File: src/rtl/hcq_pkg.sv
package hcq_pkg;
  // Kind of an entry held in a request FIFO
  typedef enum logic {
    K_TOKEN   = 1'b0,
    K_DISABLE = 1'b1
  } req_kind_e;
endpackage

File: src/rtl/hcq_fifo.sv
// Request FIFO with same-cycle pop, per-channel token purge (order kept) and push.
module hcq_fifo #(
  parameter int DEPTH = 4,
  parameter int NCH   = 4,
  parameter int CHW   = 2
) (
  input  logic                clk,
  input  logic                rst,
  input  logic                pop_i,
  input  logic [NCH-1:0]      purge_i,
  input  logic                push_i,
  input  hcq_pkg::req_kind_e  push_kind_i,
  input  logic [CHW-1:0]      push_ch_i,
  output logic                head_vld_o,
  output hcq_pkg::req_kind_e  head_kind_o,
  output logic [CHW-1:0]      head_ch_o,
  output logic                full_o
);
  import hcq_pkg::*;

  logic [DEPTH-1:0] val_q, val_a, val_b;
  req_kind_e        kind_q [DEPTH];
  req_kind_e        kind_a [DEPTH];
  req_kind_e        kind_b [DEPTH];
  logic [CHW-1:0]   ch_q   [DEPTH];
  logic [CHW-1:0]   ch_a   [DEPTH];
  logic [CHW-1:0]   ch_b   [DEPTH];

  always_comb begin
    int wr;
    // pop the head
    for (int i = 0; i < DEPTH; i++) begin
      if (pop_i) begin
        val_a[i]  = (i < DEPTH-1) ? val_q[(i+1)%DEPTH] : 1'b0;
        kind_a[i] = kind_q[(i+1)%DEPTH];
        ch_a[i]   = ch_q[(i+1)%DEPTH];
      end else begin
        val_a[i]  = val_q[i];
        kind_a[i] = kind_q[i];
        ch_a[i]   = ch_q[i];
      end
    end
    // purge tokens of flushed channels, compacting in order
    wr = 0;
    for (int i = 0; i < DEPTH; i++) begin
      val_b[i]  = 1'b0;
      kind_b[i] = K_TOKEN;
      ch_b[i]   = '0;
    end
    for (int i = 0; i < DEPTH; i++) begin
      if (val_a[i] && !(kind_a[i] == K_TOKEN && purge_i[ch_a[i]])) begin
        val_b[wr]  = 1'b1;
        kind_b[wr] = kind_a[i];
        ch_b[wr]   = ch_a[i];
        wr++;
      end
    end
    // append at the tail
    if (push_i && wr < DEPTH) begin
      val_b[wr]  = 1'b1;
      kind_b[wr] = push_kind_i;
      ch_b[wr]   = push_ch_i;
    end
  end

  always_ff @(posedge clk) begin
    if (rst) begin
      val_q <= '0;
      for (int i = 0; i < DEPTH; i++) begin
        kind_q[i] <= K_TOKEN;
        ch_q[i]   <= '0;
      end
    end else begin
      val_q <= val_b;
      for (int i = 0; i < DEPTH; i++) begin
        kind_q[i] <= kind_b[i];
        ch_q[i]   <= ch_b[i];
      end
    end
  end

  assign head_vld_o  = val_q[0];
  assign head_kind_o = kind_q[0];
  assign head_ch_o   = ch_q[0];
  assign full_o      = val_q[DEPTH-1];

  // the arbiter never pushes into a full FIFO
  a_r10_push_not_full: assert property (@(posedge clk) disable iff (rst)
    push_i |-> !full_o);

  // occupied slots stay packed toward the head after purges
  for (genvar g = 1; g < DEPTH; g++) begin : g_pack
    a_r3_compact: assert property (@(posedge clk) disable iff (rst)
      val_q[g] |-> val_q[g-1]);
  end
endmodule

File: src/rtl/hcq_chan.sv
// Per-channel enable / halt / interrupt state.
module hcq_chan (
  input  logic clk,
  input  logic rst,
  input  logic we_i,
  input  logic ena_i,
  input  logic dis_i,
  input  logic irq_clr_i,
  input  logic dis_queued_i,
  input  logic halt_done_i,
  output logic en_o,
  output logic halting_o,
  output logic pend_o,
  output logic irq_o
);
  logic en_q, halting_q, pend_q, irq_q;
  logic halt_wr;

  assign halt_wr = we_i && ena_i && dis_i && !halting_q;

  always_ff @(posedge clk) begin
    if (rst) begin
      en_q      <= 1'b0;
      halting_q <= 1'b0;
      pend_q    <= 1'b0;
      irq_q     <= 1'b0;
    end else begin
      if (we_i && !dis_i) en_q <= ena_i;
      if (halt_done_i)    en_q <= 1'b0;
      if (halt_wr) begin
        halting_q <= 1'b1;
        pend_q    <= 1'b1;
      end
      if (dis_queued_i) pend_q <= 1'b0;
      if (halt_done_i) irq_q <= 1'b1;
      else if (irq_clr_i && irq_q) begin
        irq_q     <= 1'b0;
        halting_q <= 1'b0;
      end
    end
  end

  assign en_o      = en_q;
  assign halting_o = halting_q;
  assign pend_o    = pend_q;
  assign irq_o     = irq_q;

  // an interrupt only exists for a halting channel
  a_r7_irq_implies_halting: assert property (@(posedge clk) disable iff (rst)
    irq_q |-> halting_q);
  // enable is down when the interrupt rises
  a_r8_en_off_on_irq: assert property (@(posedge clk) disable iff (rst)
    $rose(irq_q) |-> !en_q);
  // a disable still to be queued belongs to a halting, unfinished channel
  a_r5_pend_in_halt: assert property (@(posedge clk) disable iff (rst)
    pend_q |-> (halting_q && !irq_q));
endmodule

File: src/rtl/hc_reqq.sv
module hc_reqq #(
  parameter int NCH    = 4,
  parameter int QDEPTH = 4,
  localparam int CHW   = (NCH > 1) ? $clog2(NCH) : 1
) (
  input  logic           clk,
  input  logic           rst,
  input  logic [NCH-1:0] ctl_we,
  input  logic [NCH-1:0] ctl_ena,
  input  logic [NCH-1:0] ctl_dis,
  input  logic [NCH-1:0] ch_periodic,
  input  logic [NCH-1:0] irq_clr,
  input  logic [NCH-1:0] post_req,
  output logic [NCH-1:0] post_ack,
  output logic [NCH-1:0] ch_en,
  output logic [NCH-1:0] halt_irq,
  output logic           iss_valid,
  output logic           iss_periodic,
  output logic [CHW-1:0] iss_ch,
  input  logic           bus_start,
  input  logic           bus_done
);
  import hcq_pkg::*;

  logic [CHW-1:0] turn_q;
  logic           busy_q;
  logic [CHW-1:0] busy_ch_q;
  logic [NCH-1:0] ack_q, ack_d;

  logic [1:0]     hvld, full, pop, push, dis_take, tok;
  req_kind_e      hkind [2];
  logic [CHW-1:0] hch   [2];
  req_kind_e      push_kind;

  logic [NCH-1:0] en, halting, pend, irq, dis_queued, halt_done, purge;
  logic           tq, want_dis, want_tok, start;

  assign purge = ctl_we & ctl_dis;

  // Two FIFOs: index 0 nonperiodic, index 1 periodic
  for (genvar q = 0; q < 2; q++) begin : g_q
    hcq_fifo #(.DEPTH(QDEPTH), .NCH(NCH), .CHW(CHW)) u_fifo (
      .clk(clk), .rst(rst),
      .pop_i(pop[q]), .purge_i(purge),
      .push_i(push[q]), .push_kind_i(push_kind), .push_ch_i(turn_q),
      .head_vld_o(hvld[q]), .head_kind_o(hkind[q]), .head_ch_o(hch[q]),
      .full_o(full[q])
    );
    assign tok[q]      = hvld[q] && hkind[q] == K_TOKEN;
    assign dis_take[q] = hvld[q] && hkind[q] == K_DISABLE &&
                         !(busy_q && busy_ch_q == hch[q]);
  end

  // Issue side
  assign iss_valid    = !busy_q && (tok[1] || tok[0]);
  assign iss_periodic = tok[1];
  assign iss_ch       = tok[1] ? hch[1] : hch[0];
  assign start        = bus_start && iss_valid;
  assign pop[1]       = dis_take[1] || (start && iss_periodic);
  assign pop[0]       = dis_take[0] || (start && !iss_periodic);

  // Arbitration on the current turn
  assign tq        = ch_periodic[turn_q];
  assign want_dis  = pend[turn_q] && !full[tq];
  assign want_tok  = post_req[turn_q] && en[turn_q] && !halting[turn_q] &&
                     !purge[turn_q] && !full[tq];
  assign push[1]   = (want_dis || want_tok) && tq;
  assign push[0]   = (want_dis || want_tok) && !tq;
  assign push_kind = want_dis ? K_DISABLE : K_TOKEN;

  always_comb begin
    dis_queued = '0;
    ack_d      = '0;
    if (want_dis)      dis_queued[turn_q] = 1'b1;
    else if (want_tok) ack_d[turn_q]      = 1'b1;
    for (int c = 0; c < NCH; c++)
      halt_done[c] = (dis_take[0] && hch[0] == CHW'(c)) ||
                     (dis_take[1] && hch[1] == CHW'(c));
  end

  for (genvar c = 0; c < NCH; c++) begin : g_ch
    hcq_chan u_chan (
      .clk(clk), .rst(rst),
      .we_i(ctl_we[c]), .ena_i(ctl_ena[c]), .dis_i(ctl_dis[c]),
      .irq_clr_i(irq_clr[c]), .dis_queued_i(dis_queued[c]),
      .halt_done_i(halt_done[c]),
      .en_o(en[c]), .halting_o(halting[c]), .pend_o(pend[c]), .irq_o(irq[c])
    );
  end

  always_ff @(posedge clk) begin
    if (rst) begin
      turn_q    <= '0;
      busy_q    <= 1'b0;
      busy_ch_q <= '0;
      ack_q     <= '0;
    end else begin
      turn_q <= (turn_q == CHW'(NCH-1)) ? '0 : turn_q + 1'b1;
      ack_q  <= ack_d;
      if (bus_done) busy_q <= 1'b0;
      if (start) begin
        busy_q    <= 1'b1;
        busy_ch_q <= iss_ch;
      end
    end
  end

  assign post_ack = ack_q;
  assign ch_en    = en;
  assign halt_irq = irq;

  // the engine only starts what is offered
  a_r9_start_offered: assert property (@(posedge clk) disable iff (rst)
    bus_start |-> iss_valid);

  for (genvar c = 0; c < NCH; c++) begin : g_chk
    // no halt completes while that channel's transaction is on the bus
    a_r6_no_halt_in_own_txn: assert property (@(posedge clk) disable iff (rst)
      $rose(irq[c]) |-> !($past(busy_q) && $past(busy_ch_q) == CHW'(c)));
    // an accepted post came from an enabled channel
    a_r2_ack_when_enabled: assert property (@(posedge clk) disable iff (rst)
      post_ack[c] |-> $past(en[c]));
  end
endmodule

File: config.mk
export PLATFORM = sky130hd
export DESIGN_NAME = hc_reqq
export DESIGN_NICKNAME = d
export VERILOG_FILES = /design/src/rtl/hcq_pkg.sv /design/src/rtl/hcq_fifo.sv /design/src/rtl/hcq_chan.sv /design/src/rtl/hc_reqq.sv
export SDC_FILE = /design/constraint.sdc
export NUM_CORES = 1
export LEC_CHECK = 0
export BUFFER_PORTS_ARGS = -buffer_cell sky130_fd_sc_hd__buf_2
export CORE_MARGIN = 2
export CORE_UTILIZATION = 55
export CTS_CLUSTER_DIAMETER = 60
export DETAILED_ROUTE_END_ITERATION = 8
export PLACE_DENSITY = 0.86
export SLEW_MARGIN = 20
export SYNTH_ARGS = -nofsm -noshare
export SYNTH_HDL_FRONTEND = slang
export SYNTH_HIERARCHICAL = 1
export SYNTH_SLANG_ARGS = --single-unit
File: constraint.sdc
create_clock -name clk -period 9.82 [get_ports clk]
set_clock_uncertainty 0.2 [all_clocks]
set_input_delay 2.455 -clock clk [delete_from_list [all_inputs] [get_ports clk]]
set_output_delay 2.455 -clock clk [all_outputs]
set_load 0.005 [all_outputs]
==> key figures <==
Job
  – Max cap viols: 0

Power
  – Leak: roughly 1.8 nW
  – VDD IR max: 125 µV
  – PwrDens: 118 nW/µm²

Clock network
  – Clk sinks: 57
  – Num CTS Buffers: 9
  – Post_cts resized: 0
  – Reg clk slew, reported paths: around 0.08 ns
  – CTS root buf: clkbuf_8
  – Hold buffer count at cts: 0
  – Clock Latency Late Sink: about 0.34 ns
  – Longest Clk Path Bufs: 2
  – Postcts setup bufs: 0
  – CTS H-tree lvls: 3
  – CTS tree: built

Timing
  – Fin Setup TNS: 0 ns
  – Final setup viols: 0
  – Final Hold Vio Count: 0
  – Final slew viol count: 0
  – RSZ-0062 raised after global routing: false
  – Tcrit/Tclk final: between 80% and 90%
  – Setup ws final: roughly 1.9 ns
  – Maximum clock rate: 0.126 GHz
  – Relative slew slack: a little over a quarter
  – Worst-margin pin slew: between 1 and 1.5 ns
  – Post-route minimum period: 7.92 ns

Global route
  – Pin count of the biggest net entering global routing: 50
  – Vias in the first global route: slightly below 5,000
  – Gr busiest metal: met2
  – Initial antenna violation count: 0
  – Met3 GRT Util: under 10%
  – GR Util met1: 36.6%
  – Met2 global-route usage: a little under half
  – First-pass GRT wire length: 22,900 µm
  – Overall routing resource usage: 29.4%
  – Total congestion overflow: 0

Critical path
  – Crit-path max cell delay: ~0.88 ns
  – Req. time, crit path: between 9 and 10 ns
  – Cell Chain, Critical Path: buf_2 > inv_1 > a211o_1 > o21ai_2 > mux2i_1 > a2bb2oi_1 > a221oi_1 > or2_2 > ha_1 > inv_1 > nor3_1 > nand2_1 > ha_1 > nand2b_2 > or3_1 > a2111oi_4 > mux2i_1 > nor2_1
  – Slowest stage cell, crit path: o21ai_2
  – Critical path type: input port to flop
  – Crit path capture type: flop
  – Critical path data arrival time: roughly 7.9 ns
  – Critical Path Fanout Max: 19
  – Reg2reg path depth: 17
  – Setup crit start kind: input port

Placed design
  – DP Wirelength: 10,100 µm
  – Placed cell area: about 5000 µm²
  – Pre-CTS setup slack: about 1.7 ns
  – GP Congestion: 0.958
  – IO buf count: 43

Synthesis
  – Mapped Nets: about 610
  – Mean post-synth cell area: ~8.4 µm²
  – Cells after Synth: about 570
  – Post-Syn Area: 4750 µm²
  – Synth warnings: 6
  – Synth cell types: between 60 and 70
  – Sequential cell area fraction in the yosys report: roughly 24%
  – Synth Register Bits: between 50 and 60
  – EDFF count, synth: 0
  – Post-synth ARST share: 0%
  – Top FF cell, synth: dfxtp_1

Cells and area
  – Final net count: 649
  – Share of cells above drive strength 1: 20.2%
  – Commonest non-fill, non-tap cell in the layout: nand2_1
  – # diodes: 0
  – Area occupied by multi-input gates: 3380 µm²
  – Layout area overhead: 9.43%
  – Layout fillers: 663
  – Commonest non-fill, non-tap cells in the layout: nand2_1 (62), dfxtp_1 (57), buf_2 (43), a21oi_1 (41), mux2i_1 (32)
  – Cell area after layout: a little over 5000 µm²
  – Sequential cell area: 1140 µm²
  – Final Util: between 60% and 70%

Floorplanning
  – Core Area: between 8000 and 9000 µm²
  – Die X: around 97 µm
  – IO Pins: 44
  – Die area: roughly 9400 µm²
  – Die H: between 90 and 100 µm
  – Row cnt: 33
  – Starting Density: 57.2%

Detailed routing
  – WL per Instance: 19.6 µm
  – DRT iter0 DRCs: 708
  – ANT nets after route: 0
  – Detail-routed via count per cell: 6.96
  – Vias: approximately 5,000
  – Residual DRC: 0
  – Final WL: about 14,000 µm
  – First-pass DRT Iterations: 6

Min path
  – Min-Delay Path Class: flop to flop
  – Hold path depth: 1

Status
  – Status: finished, final reports clean
Yosys cell counts (all sizes together), types with 6 or more instances:
| cell type | instances | area share, % |
|---|---|---|
| buf | 11 | 1.7 |
| mux2i | 33 | 7.2 |
| o21ai | 20 | 2.1 |
| a21oi | 41 | 4.3 |
| o22ai | 9 | 1.2 |
| nand2 | 62 | 4.9 |
| o221ai | 8 | 1.9 |
| o21a | 12 | 1.9 |
| or2 | 6 | 0.79 |
| nor3 | 18 | 2.3 |
| mux2 | 14 | 3.3 |
| a31oi | 14 | 1.8 |
| a211oi | 8 | 1.8 |
| clkbuf | 11 | 0.87 |
| nand2b | 18 | 2.5 |
| a311oi | 8 | 1.5 |
| inv | 31 | 2.4 |
| a21o | 6 | 0.95 |
| dfxtp | 57 | 24 |
| nor2 | 27 | 2.1 |
| nand3 | 14 | 1.7 |
| ha | 18 | 4.7 |
| a221oi | 12 | 2.2 |
| nor2b | 24 | 3.8 |
final cells by class:
class                      instances  area share (%)
clock buffer                       9            2.38
clock inverter                     7            1.06
inverter                          31            2.24
multi-input combinational        456            65.0
sequential                        57            22.0
tap                              105            2.53
timing repair buffer              48            4.86
state kept, by name, indices dropped and copies added (netlist names):
register and cells:
busy_q 1, g_q.u_fifo/val_q 8, g_q.u_fifo/ch_q 16, busy_ch_q 2
g_ch.u_chan/pend_o 4, post_ack 4, turn_q 2, g_ch.u_chan/halting_o 4
g_ch.u_chan/irq_o 4, g_q.u_fifo/kind_q 8, g_ch.u_chan/en_o 4
metrics by stage:
stage	power, mW	cells	hold slack [ns]
floorplan	0.371	566	0.235
global placement	0.406	697	0.241
detailed placement	0.413	697	0.249
CTS	0.610	713	0.267
global route	0.639	713	0.292
finish	0.612	713	0.269
power breakdown:
part	switching (mW)	total, mW	internal [mW]
clock network	0.106	0.199	0.0934
logic	0.0883	0.150	0.0622
registers	0.0203	0.262	0.242
total	0.215	0.612	0.397
worst max-delay path, delay by kind of cell:
family          cells  cell delay, ns
compound gates      5            2.35
fa+ha+maj           2            0.58
buf+inv             3            0.24
mux                 2            0.58
simple gates        6            1.74
layer usage:
| layer | part of all wire [%] | vias up |
|---|---|---|
| met4 | 5.4 | 0 |
| met5 | 0 | - |
| met2 | 45 | 350 |
| li1 | - | 2218 |
| met3 | 12 | 86 |
| met1 | 38 | 2312 |
kinds of logic (layout without fill, tap and decap cells):
logic type,count (synthesis),count (layout),share of synthesized area [%]
AOI/OAI and AO/OA,183,183,28.9
and+or+nand+nor,200,200,24.2
muxes,51,51,12.4
xor gates and xnor gates,4,4,0.738
buffers and inverters,53,95,5.03
adders and majority gates,18,18,4.74
DFF,57,57,24.0
worst paths after layout:
check                                                            from                                     to  slack (ns)
worst max-delay path                                        bus_start  g_q[0].u_fifo/kind_q[0][3]$_SDFF_PP0_        1.90
worst min-delay path               g_ch[2].u_chan/pend_o$_SDFFE_PP0P_     g_ch[2].u_chan/pend_o$_SDFFE_PP0P_        0.27
worst max register to register  g_q[1].u_fifo/kind_q[0][0]$_SDFF_PP0_  g_q[0].u_fifo/kind_q[0][3]$_SDFF_PP0_        3.45
worst min register to register     g_ch[2].u_chan/pend_o$_SDFFE_PP0P_     g_ch[2].u_chan/pend_o$_SDFFE_PP0P_        0.27
No activity file was read; power rests on OpenSTA's default activity.
